### src/rtl/unstick_pkg.sv
package unstick_pkg;

    typedef enum logic [1:0] {
        ST_IDLE,
        ST_LOW,
        ST_HIGH,
        ST_FAIL
    } ust_state_e;

    typedef struct packed {
        ust_state_e state;
        logic       done;
        logic       err;
    } ust_regs_t;

endpackage

### src/rtl/unstick_count.sv
module unstick_count #(
    parameter int LIMIT = 4
) (
    input  logic clk,
    input  logic rst_n,
    input  logic clr,
    input  logic inc,
    output logic at_last
);
    localparam int CW = (LIMIT > 1) ? $clog2(LIMIT) : 1;
    localparam logic [CW-1:0] LAST = CW'(LIMIT - 1);

    logic [CW-1:0] cnt_d, cnt_q;

    always_comb begin
        cnt_d = cnt_q;
        if (clr)
            cnt_d = '0;
        else if (inc)
            cnt_d = cnt_q + 1'b1;
    end

    always_ff @(posedge clk or negedge rst_n) begin
        if (!rst_n)
            cnt_q <= '0;
        else
            cnt_q <= cnt_d;
    end

    assign at_last = (cnt_q == LAST);

    // a counter is never advanced past its last value
    a_r3_count_in_range: assert property (@(posedge clk) disable iff (!rst_n)
        at_last && !clr |-> !inc);

endmodule

### src/rtl/unstick_fsm.sv
module unstick_fsm
    import unstick_pkg::*;
(
    input  logic clk,
    input  logic rst_n,
    input  logic start_req,
    input  logic scl_in,
    input  logic phase_last,
    input  logic stuck_last,
    input  logic pulse_last,
    output logic phase_clr,
    output logic phase_inc,
    output logic stuck_clr,
    output logic stuck_inc,
    output logic pulse_clr,
    output logic pulse_inc,
    output logic scl_drive_low,
    output logic mux_sel,
    output logic busy,
    output logic done,
    output logic error
);
    ust_regs_t r_d, r_q;

    always_comb begin
        r_d       = r_q;
        r_d.done  = 1'b0;
        phase_clr = 1'b0;
        phase_inc = 1'b0;
        stuck_clr = 1'b0;
        stuck_inc = 1'b0;
        pulse_clr = 1'b0;
        pulse_inc = 1'b0;
        unique case (r_q.state)
            ST_IDLE, ST_FAIL: begin
                if (start_req) begin
                    r_d.state = ST_LOW;
                    r_d.err   = 1'b0;
                    phase_clr = 1'b1;
                    stuck_clr = 1'b1;
                    pulse_clr = 1'b1;
                end
            end
            ST_LOW: begin
                if (phase_last) begin
                    r_d.state = ST_HIGH;
                    phase_clr = 1'b1;
                    stuck_clr = 1'b1;
                end else begin
                    phase_inc = 1'b1;
                end
            end
            ST_HIGH: begin
                if (!scl_in) begin
                    if (stuck_last) begin
                        r_d.state = ST_FAIL;
                        r_d.err   = 1'b1;
                    end else begin
                        stuck_inc = 1'b1;
                    end
                end else if (phase_last) begin
                    phase_clr = 1'b1;
                    if (pulse_last) begin
                        r_d.state = ST_IDLE;
                        r_d.done  = 1'b1;
                    end else begin
                        r_d.state = ST_LOW;
                        pulse_inc = 1'b1;
                    end
                end else begin
                    phase_inc = 1'b1;
                end
            end
            default: r_d.state = ST_IDLE;
        endcase
    end

    always_ff @(posedge clk or negedge rst_n) begin
        if (!rst_n) begin
            r_q.state <= ST_LOW;
            r_q.done  <= 1'b0;
            r_q.err   <= 1'b0;
        end else begin
            r_q <= r_d;
        end
    end

    assign scl_drive_low = (r_q.state == ST_LOW);
    assign mux_sel       = (r_q.state == ST_LOW) || (r_q.state == ST_HIGH);
    assign busy          = mux_sel;
    assign done          = r_q.done;
    assign error         = r_q.err;

    // completion pulse lasts one cycle
    a_r7_done_single: assert property (@(posedge clk) disable iff (!rst_n)
        done |=> !done);

    // a run only ends by completing or aborting
    a_r7_busy_end: assert property (@(posedge clk) disable iff (!rst_n)
        $fell(busy) |-> (done || error));

    // an abort follows a cycle with the released line read low
    a_r6_fail_cause: assert property (@(posedge clk) disable iff (!rst_n)
        $rose(error) |-> $past(!scl_in));

    // pad is never pulled low unless owned
    a_r2_drive_owned: assert property (@(posedge clk) disable iff (!rst_n)
        scl_drive_low |-> mux_sel);

endmodule

### src/rtl/i2c_bus_unstick.sv
module i2c_bus_unstick #(
    parameter int PULSES       = 20,
    parameter int PHASE_CYCLES = 50000,
    parameter int STUCK_CYCLES = 200000
) (
    input  logic clk,
    input  logic rst_n,
    input  logic start_req,
    input  logic scl_in,
    output logic scl_drive_low,
    output logic mux_sel,
    output logic busy,
    output logic done,
    output logic error
);
    logic phase_clr, phase_inc, phase_last;
    logic stuck_clr, stuck_inc, stuck_last;
    logic pulse_clr, pulse_inc, pulse_last;

    unstick_count #(.LIMIT(PHASE_CYCLES)) u_phase (
        .clk(clk), .rst_n(rst_n), .clr(phase_clr), .inc(phase_inc), .at_last(phase_last)
    );

    unstick_count #(.LIMIT(STUCK_CYCLES)) u_stuck (
        .clk(clk), .rst_n(rst_n), .clr(stuck_clr), .inc(stuck_inc), .at_last(stuck_last)
    );

    unstick_count #(.LIMIT(PULSES)) u_pulse (
        .clk(clk), .rst_n(rst_n), .clr(pulse_clr), .inc(pulse_inc), .at_last(pulse_last)
    );

    unstick_fsm u_fsm (
        .clk(clk),
        .rst_n(rst_n),
        .start_req(start_req),
        .scl_in(scl_in),
        .phase_last(phase_last),
        .stuck_last(stuck_last),
        .pulse_last(pulse_last),
        .phase_clr(phase_clr),
        .phase_inc(phase_inc),
        .stuck_clr(stuck_clr),
        .stuck_inc(stuck_inc),
        .pulse_clr(pulse_clr),
        .pulse_inc(pulse_inc),
        .scl_drive_low(scl_drive_low),
        .mux_sel(mux_sel),
        .busy(busy),
        .done(done),
        .error(error)
    );

endmodule

### config.mk
export PLATFORM = sky130hd
export DESIGN_NAME = i2c_bus_unstick
export DESIGN_NICKNAME = d
export VERILOG_FILES = /design/src/rtl/unstick_pkg.sv /design/src/rtl/unstick_count.sv /design/src/rtl/unstick_fsm.sv /design/src/rtl/i2c_bus_unstick.sv
export SDC_FILE = /design/constraint.sdc
export NUM_CORES = 1
export LEC_CHECK = 0
export BUFFER_PORTS_ARGS = -buffer_cell sky130_fd_sc_hd__buf_2
export CELL_PAD_IN_SITES_DETAIL_PLACEMENT = 1
export CELL_PAD_IN_SITES_GLOBAL_PLACEMENT = 1
export CORE_ASPECT_RATIO = 1.2
export CORE_UTILIZATION = 45
export DETAILED_ROUTE_END_ITERATION = 16
export PLACE_DENSITY_LB_ADDON = 0.1
export SKIP_LAST_GASP = 1
export SYNTH_ARGS = -nofsm -noshare
export SYNTH_HDL_FRONTEND = slang
export SYNTH_HIERARCHICAL = 1
export SYNTH_SLANG_ARGS = --single-unit
### constraint.sdc
create_clock -name clk -period 7.1 [get_ports clk]
set_input_delay 0.355 -clock clk [delete_from_list [all_inputs] [get_ports clk]]
set_output_delay 0.355 -clock clk [all_outputs]
set_load 0.005 [all_outputs]
==> flow_metrics.tcl, run 1 <==
set metrics [dict create \
    outcome "finished, final reports clean" \
    numPortBuffers 8 \
    htree_levels 2 \
    r2r_end "u_phase/cnt_q[15]" \
    hpwl_mm 3.50 \
    crit_chain "ha_1 > and3_1 > and3_1 > nor3_1 > or2_0 > nand3_1 > nor3_2 > mux2_1" \
    grt_pass1_vias 1967 \
    drt_iter0_drc 58 \
    place_congestion 0.763 \
    insertedDiodeCount 0 \
    max_slew_margin_pct 35.0 \
    rrSetupSlack_ps 4080 \
    reg2reg_depth 8 \
    cts_tree "built" \
    period_share_pct 42.5 \
    ir_worst_vdd_uv 136 \
    dp_cells 314 \
    ys_types 58 \
    synthTopCellsByCount "dfrtp_1, nor2_1, nand2_1" \
    rsz0062_at_grt "no" \
    syn_nets 263 \
    clock-root-buffer "clkbuf_8" \
    synth-seq-cells 43 \
    fin_setup_tns_ps 0 \
    wirelength_mm 4.98 \
    critPathTopFamily "simple AND/OR/NAND/NOR gates" \
    row_count 29 \
    syn2layout_area_growth_pct 6.14 \
    synth_area_leaders "dfrtp_1, nor2_1, xnor2_1, xor2_1, ha_1" \
    max_slew.worst_pin.slew_ps 974 \
    endpoint_kind "register" \
    die_w_um 69.8 \
    min_path_type "in2async" \
    drv_cap 0 \
    wire_per_inst_um 15.5 \
    synth_flop_cell "dfrtp_1" \
    cts.sinks 43 \
    worstPathRequired_ps 7280 \
    maxSlewViolCount 0 \
    initial_core_util_pct 46.9 \
    crit_slowest_cell "nor3_1" \
    coreArea_mm2 0.00530 \
    synth.most_common_cell "dfrtp_1" \
    max_stage_delay_ps 800 \
    ctsHoldBuffers 0 \
    crit_top_cell "and3_1" \
    critical_path.max_fanout 7 \
    fin_cells 322 \
    fin_util_pct 49.8 \
    die_y_um 83.4 \
    netlist_instances 252 \
    yosysTopAreaCellShare_pct 42.3 \
    power.density_mw_per_mm2 245 \
    vias_per_cell 5.71 \
    grt_pass1_wl_mm 9.14 \
    worstSetupPathType "reg2reg" \
    finalClockSkew_ps 7.33 \
    min_period_ps 3020 \
    crit_arrival_ps 3200 \
    finalNetCount 270 \
    cp.buffers_inverters 0 \
    dpl_worst_slack_ps 4060 \
    power_leakage_nw 1.15 \
    post_cts_buffers 0 \
    clk_latency_ps 300 \
    post_cts_resized 0 \
    clk_path_buf_depth 2 \
    synth_edf_count 0 \
    crit_cells 8 \
    setup-violations-final 0 \
    r2r_start "u_phase/cnt_q[0]" \
    drc 0 \
    finalHoldViolations 0 \
    grt_util_all_layers_pct 19.6 \
    dr_total_vias 1839 \
    clk_pin_slew_ps 80 \
    layout-drive-gt1-share_pct 15.0 \
    setup_slack_ps 4080 \
    cts_inserted_buffers 5 \
    io_pins 9 \
    synth_seq_area_share_pct 43.4 \
    startpoint_type "register" \
    fmax_ghz 0.332 \
    timing.critical_path.from "u_phase/cnt_q[0]" \
    power.total_uw 647 \
    grt_max_degree 44 \
    gr-total-overflow 0 \
    syn_area_mm2 0.00248 \
    ant_nets 0 \
    synth_top_area_cell "dfrtp_1" \
    async_flop_share_pct 100 \
    endpoint "u_phase/cnt_q[15]" \
    antenna_found_initial 0 \
    ys.warnings.count 6 \
    dieArea_mm2 0.00582 \
    firstDrtPassIters 4 \
    avgSynthCellArea_um2 9.86 \
]
[layout by cell type (no fill, tap or decap), drive strengths merged, types with 4 or more instances in the layout]
cell type  synthesis  final
dfrtp             42     42
nor2              33     33
nand2             14     14
a21oi             14     14
nand4             13     13
xnor2             12     12
xor2              11     11
buf                5     10
nand3              9      9
inv                8      8
o21ai              8      8
and3               8      8
ha                 7      7
nor3               6      6
and4               6      6
clkbuf             5      5
nor4               5      5
nor2b              4      4
or3                4      4
mux2               4      4
[worst reg2reg max path, cell delays in order (launching register included)]
cell	delay [ps]
dfrtp_1	430
ha_1	270
and3_1	210
and3_1	220
nor3_1	800
or2_0	380
nand3_1	140
nor3_2	130
mux2_1	330
[routing by layer]
metal,part of all wire (%),GRT usage [%],up-vias,routed length (um)
li1,-,-,910,-
met1,46,24.3,915,2310
met2,51,33.4,9,2520
met3,1.5,3.64,5,77
met4,1.3,7.64,0,66
met5,0,0,-,0
[final cells by class]
cell class | count | area, um^2
clock buffers | 5 | 68.8
clock inverters | 3 | 15.0
fillers | 604 | 2660
inverters | 8 | 30.0
multi-input cells | 191 | 1310
flip-flops and latches | 43 | 1080
well taps | 62 | 77.6
repair buffers | 10 | 55.1
[metrics by stage]
step	cell area [um^2]	hold WS, ps
after global routing	2640	293
after detailed placement	2550	547
after floorplan	2480	59.4
final	2640	211
after global placement	2550	536
after CTS	2640	237
[report_power, final]
| group | leakage, nW | switching (mW) | total, mW | internal (mW) |
|---|---|---|---|---|
| Sequential | 0.594 | 0.0186 | 0.282 | 0.263 |
| Clock | 0.0477 | 0.0838 | 0.151 | 0.0674 |
| Combinational | 0.510 | 0.134 | 0.214 | 0.0800 |
[cells by family (layout without fill, tap and decap cells)]
group | count (synthesis) | after routing | synth area share, %
fa+ha+maj | 7 | 7 | 3.52
mux | 7 | 7 | 3.32
simple gates | 121 | 121 | 28.8
xor+xnor | 23 | 23 | 8.11
compound gates | 33 | 33 | 9.16
flops | 43 | 43 | 43.4
buf+inv | 18 | 26 | 3.78
[flip-flops by register name, summed over array words and instances (netlist names)]
name           cells
u_fsm/done         1
u_fsm/r_q          2
u_pulse/cnt_q      5
u_phase/cnt_q     16
u_stuck/cnt_q     18
u_fsm/error        1
[worst min-delay path by stage]
stage	from	endpoint	slack, ps	depth (start not counted)
global route	rst_n	u_phase/cnt_q[4]	290	1
floorplan	rst_n	u_fsm/done	60	0
CTS	rst_n	u_phase/cnt_q[4]	240	1
global placement	u_pulse/cnt_q[1]	u_pulse/cnt_q[1]	540	2
detailed placement	u_stuck/cnt_q[17]	u_stuck/cnt_q[17]	550	2
finish	rst_n	u_phase/cnt_q[4]	210	1
(Power assumes the default switching activity.)
==> run 2, diff against run 1 <==
clock period = 3.1 ns   (was 7.1 ns; I/O delays follow)
==> flow_metrics.tcl, run 2 (synthesized netlist as in run 1, its figures left out) <==
set metrics [dict create \
    fmax_ghz 0.369 \
    row_count 29 \
    clk_path_buf_depth 2 \
    final_cell_mix "dfrtp_1, nor2_1, nand2_1, a21oi_1" \
    comb_power_share_pct 32.9 \
    grt_max_degree 44 \
    dp_cells 317 \
    critical_path.max_fanout 6 \
    insertedDiodeCount 0 \
    finalHoldViolations 0 \
    grt_util_all_layers_pct 19.1 \
    drt_iter0_drc 72 \
    hpwl_mm 3.69 \
    final_cell_area_mm2 0.00268 \
    p_seq_share_pct 40.1 \
    post_cts_resized 0 \
    final_common_cell "dfrtp_1" \
    top_regs "u_stuck/cnt_q: 18 flops, u_phase/cnt_q: 16 flops, u_pulse/cnt_q: 5 flops" \
    power.density_mw_per_mm2 600 \
    clk_latency_ps 300 \
    setup_slack_ps 389 \
    max_slew.worst_pin.slew_ps 966 \
    cts_tree "built" \
    place_congestion 0.739 \
    ir_worst_vdd_uv 317 \
    wire_per_inst_um 15.9 \
    intPower_mw 1.06 \
    post_cts_buffers 0 \
    endpoint_kind "register" \
    firstDrtPassIters 4 \
    startpoint_type "register" \
    initial_core_util_pct 46.9 \
    max_slew_margin_pct 35.6 \
    syn2layout_area_growth_pct 7.96 \
    antenna_found_initial 0 \
    die_y_um 83.4 \
    maxSlewViolCount 0 \
    dieArea_mm2 0.00582 \
    coreArea_mm2 0.00530 \
    gr-total-overflow 0 \
    ctsHoldBuffers 0 \
    outcome "finished, final reports clean" \
    numPortBuffers 8 \
    layout-drive-gt1-share_pct 15.2 \
    min_path_type "in2async" \
    dpl_worst_slack_ps 396 \
    htree_levels 2 \
    p_sw_share_pct 34.1 \
    worstPathRequired_ps 3320 \
    clock-root-buffer "clkbuf_8" \
    period_share_pct 87.4 \
    crit_arrival_ps 2930 \
    place_area_mm2 0.00258 \
    cts.sinks 43 \
    fin_util_pct 50.6 \
    setup-violations-final 0 \
    worstSetupPathType "reg2reg" \
    fin_cells 325 \
    max_flop_register "u_stuck/cnt_q" \
    clk_pin_slew_ps 80 \
    wirelength_mm 5.16 \
    vias_per_cell 5.75 \
    rsz0062_at_grt "no" \
    drv_cap 0 \
    largest_register_ffs 18 \
    die_w_um 69.8 \
    drc 0 \
    cts_inserted_buffers 5 \
    power_leakage_nw 1.17 \
    io_pins 9 \
    clockPowerShare_pct 26.9 \
    dr_total_vias 1870 \
    grt_pass1_vias 1918 \
    grt_pass1_wl_mm 8.89 \
    finalClockSkew_ps 8.67 \
    rrSetupSlack_ps 390 \
    fin_setup_tns_ps 0 \
    finalNetCount 273 \
    p_switching_uw 549 \
    min_period_ps 2710 \
    ant_nets 0 \
]
-- run 2: cell types whose count changed in the layout (fill, tap and decap cells not counted) --
cell       change
buf_4          +3
bufinv_16      +1
clkbuf_1       +2
clkinv_2       -3
-- run 2: layout make-up --
class | count | area [um^2]
fill | 607 | 2620
multi-input combinational | 191 | 1310
clock buffer | 7 | 76.3
sequential | 43 | 1080
timing repair buffer | 13 | 77.6
clock inverter | 1 | 30.0
tap | 62 | 77.6
inverter | 8 | 30.0
-- run 2: layer usage --
layer	share of wire (%)	track usage [%]	vias to the layer above
li1	-	-	918
met1	46	23.4	936
met2	51	33.5	11
met3	1.7	3.64	5
met4	1.1	6.00	0
met5	0	0	-
-- run 2: metrics by stage --
stage | total power, mW | hold slack [ps]
after floorplan | 1.05 | -141
after global placement | 1.19 | 371
after detailed placement | 1.20 | 376
after CTS | 1.64 | 43.8
after global routing | 1.72 | 96.2
final | 1.61 | 8.11
-- run 2: worst max-delay path: stages (launching register included) --
cell	delay (ps)
dfrtp_1	420
ha_1	270
nand2_1	80
nor4_1	40
and4_1	220
or3b_4	400
inv_1	190
and3_1	310
nand4_1	210
or3_1	350
a21oi_1	150
-- run 2: power by group through the flow --
stage	clock network [mW]	registers, mW	logic, mW
3_3_place_gp	0	0.654	0.533
5_1_grt	0.468	0.652	0.597
4_1_cts	0.450	0.647	0.541
6_report	0.433	0.646	0.530
3_5_place_dp	0	0.658	0.541
2_1_floorplan	0	0.646	0.406
-- run 2: worst paths after layout --
| path | from | end | cells after the start |
|---|---|---|---|
| min in group clk | scl_in | u_fsm/done | 3 |
| hold reg to reg | u_pulse/cnt_q[1] | u_pulse/cnt_q[1] | 2 |
| setup reg to reg | u_stuck/cnt_q[0] | u_stuck/cnt_q[15] | 10 |
| setup / recovery | u_stuck/cnt_q[0] | u_stuck/cnt_q[15] | 10 |
| hold / removal | rst_n | u_phase/cnt_q[15] | 1 |
| max in group asynchronous | rst_n | u_stuck/cnt_q[5] | 1 |
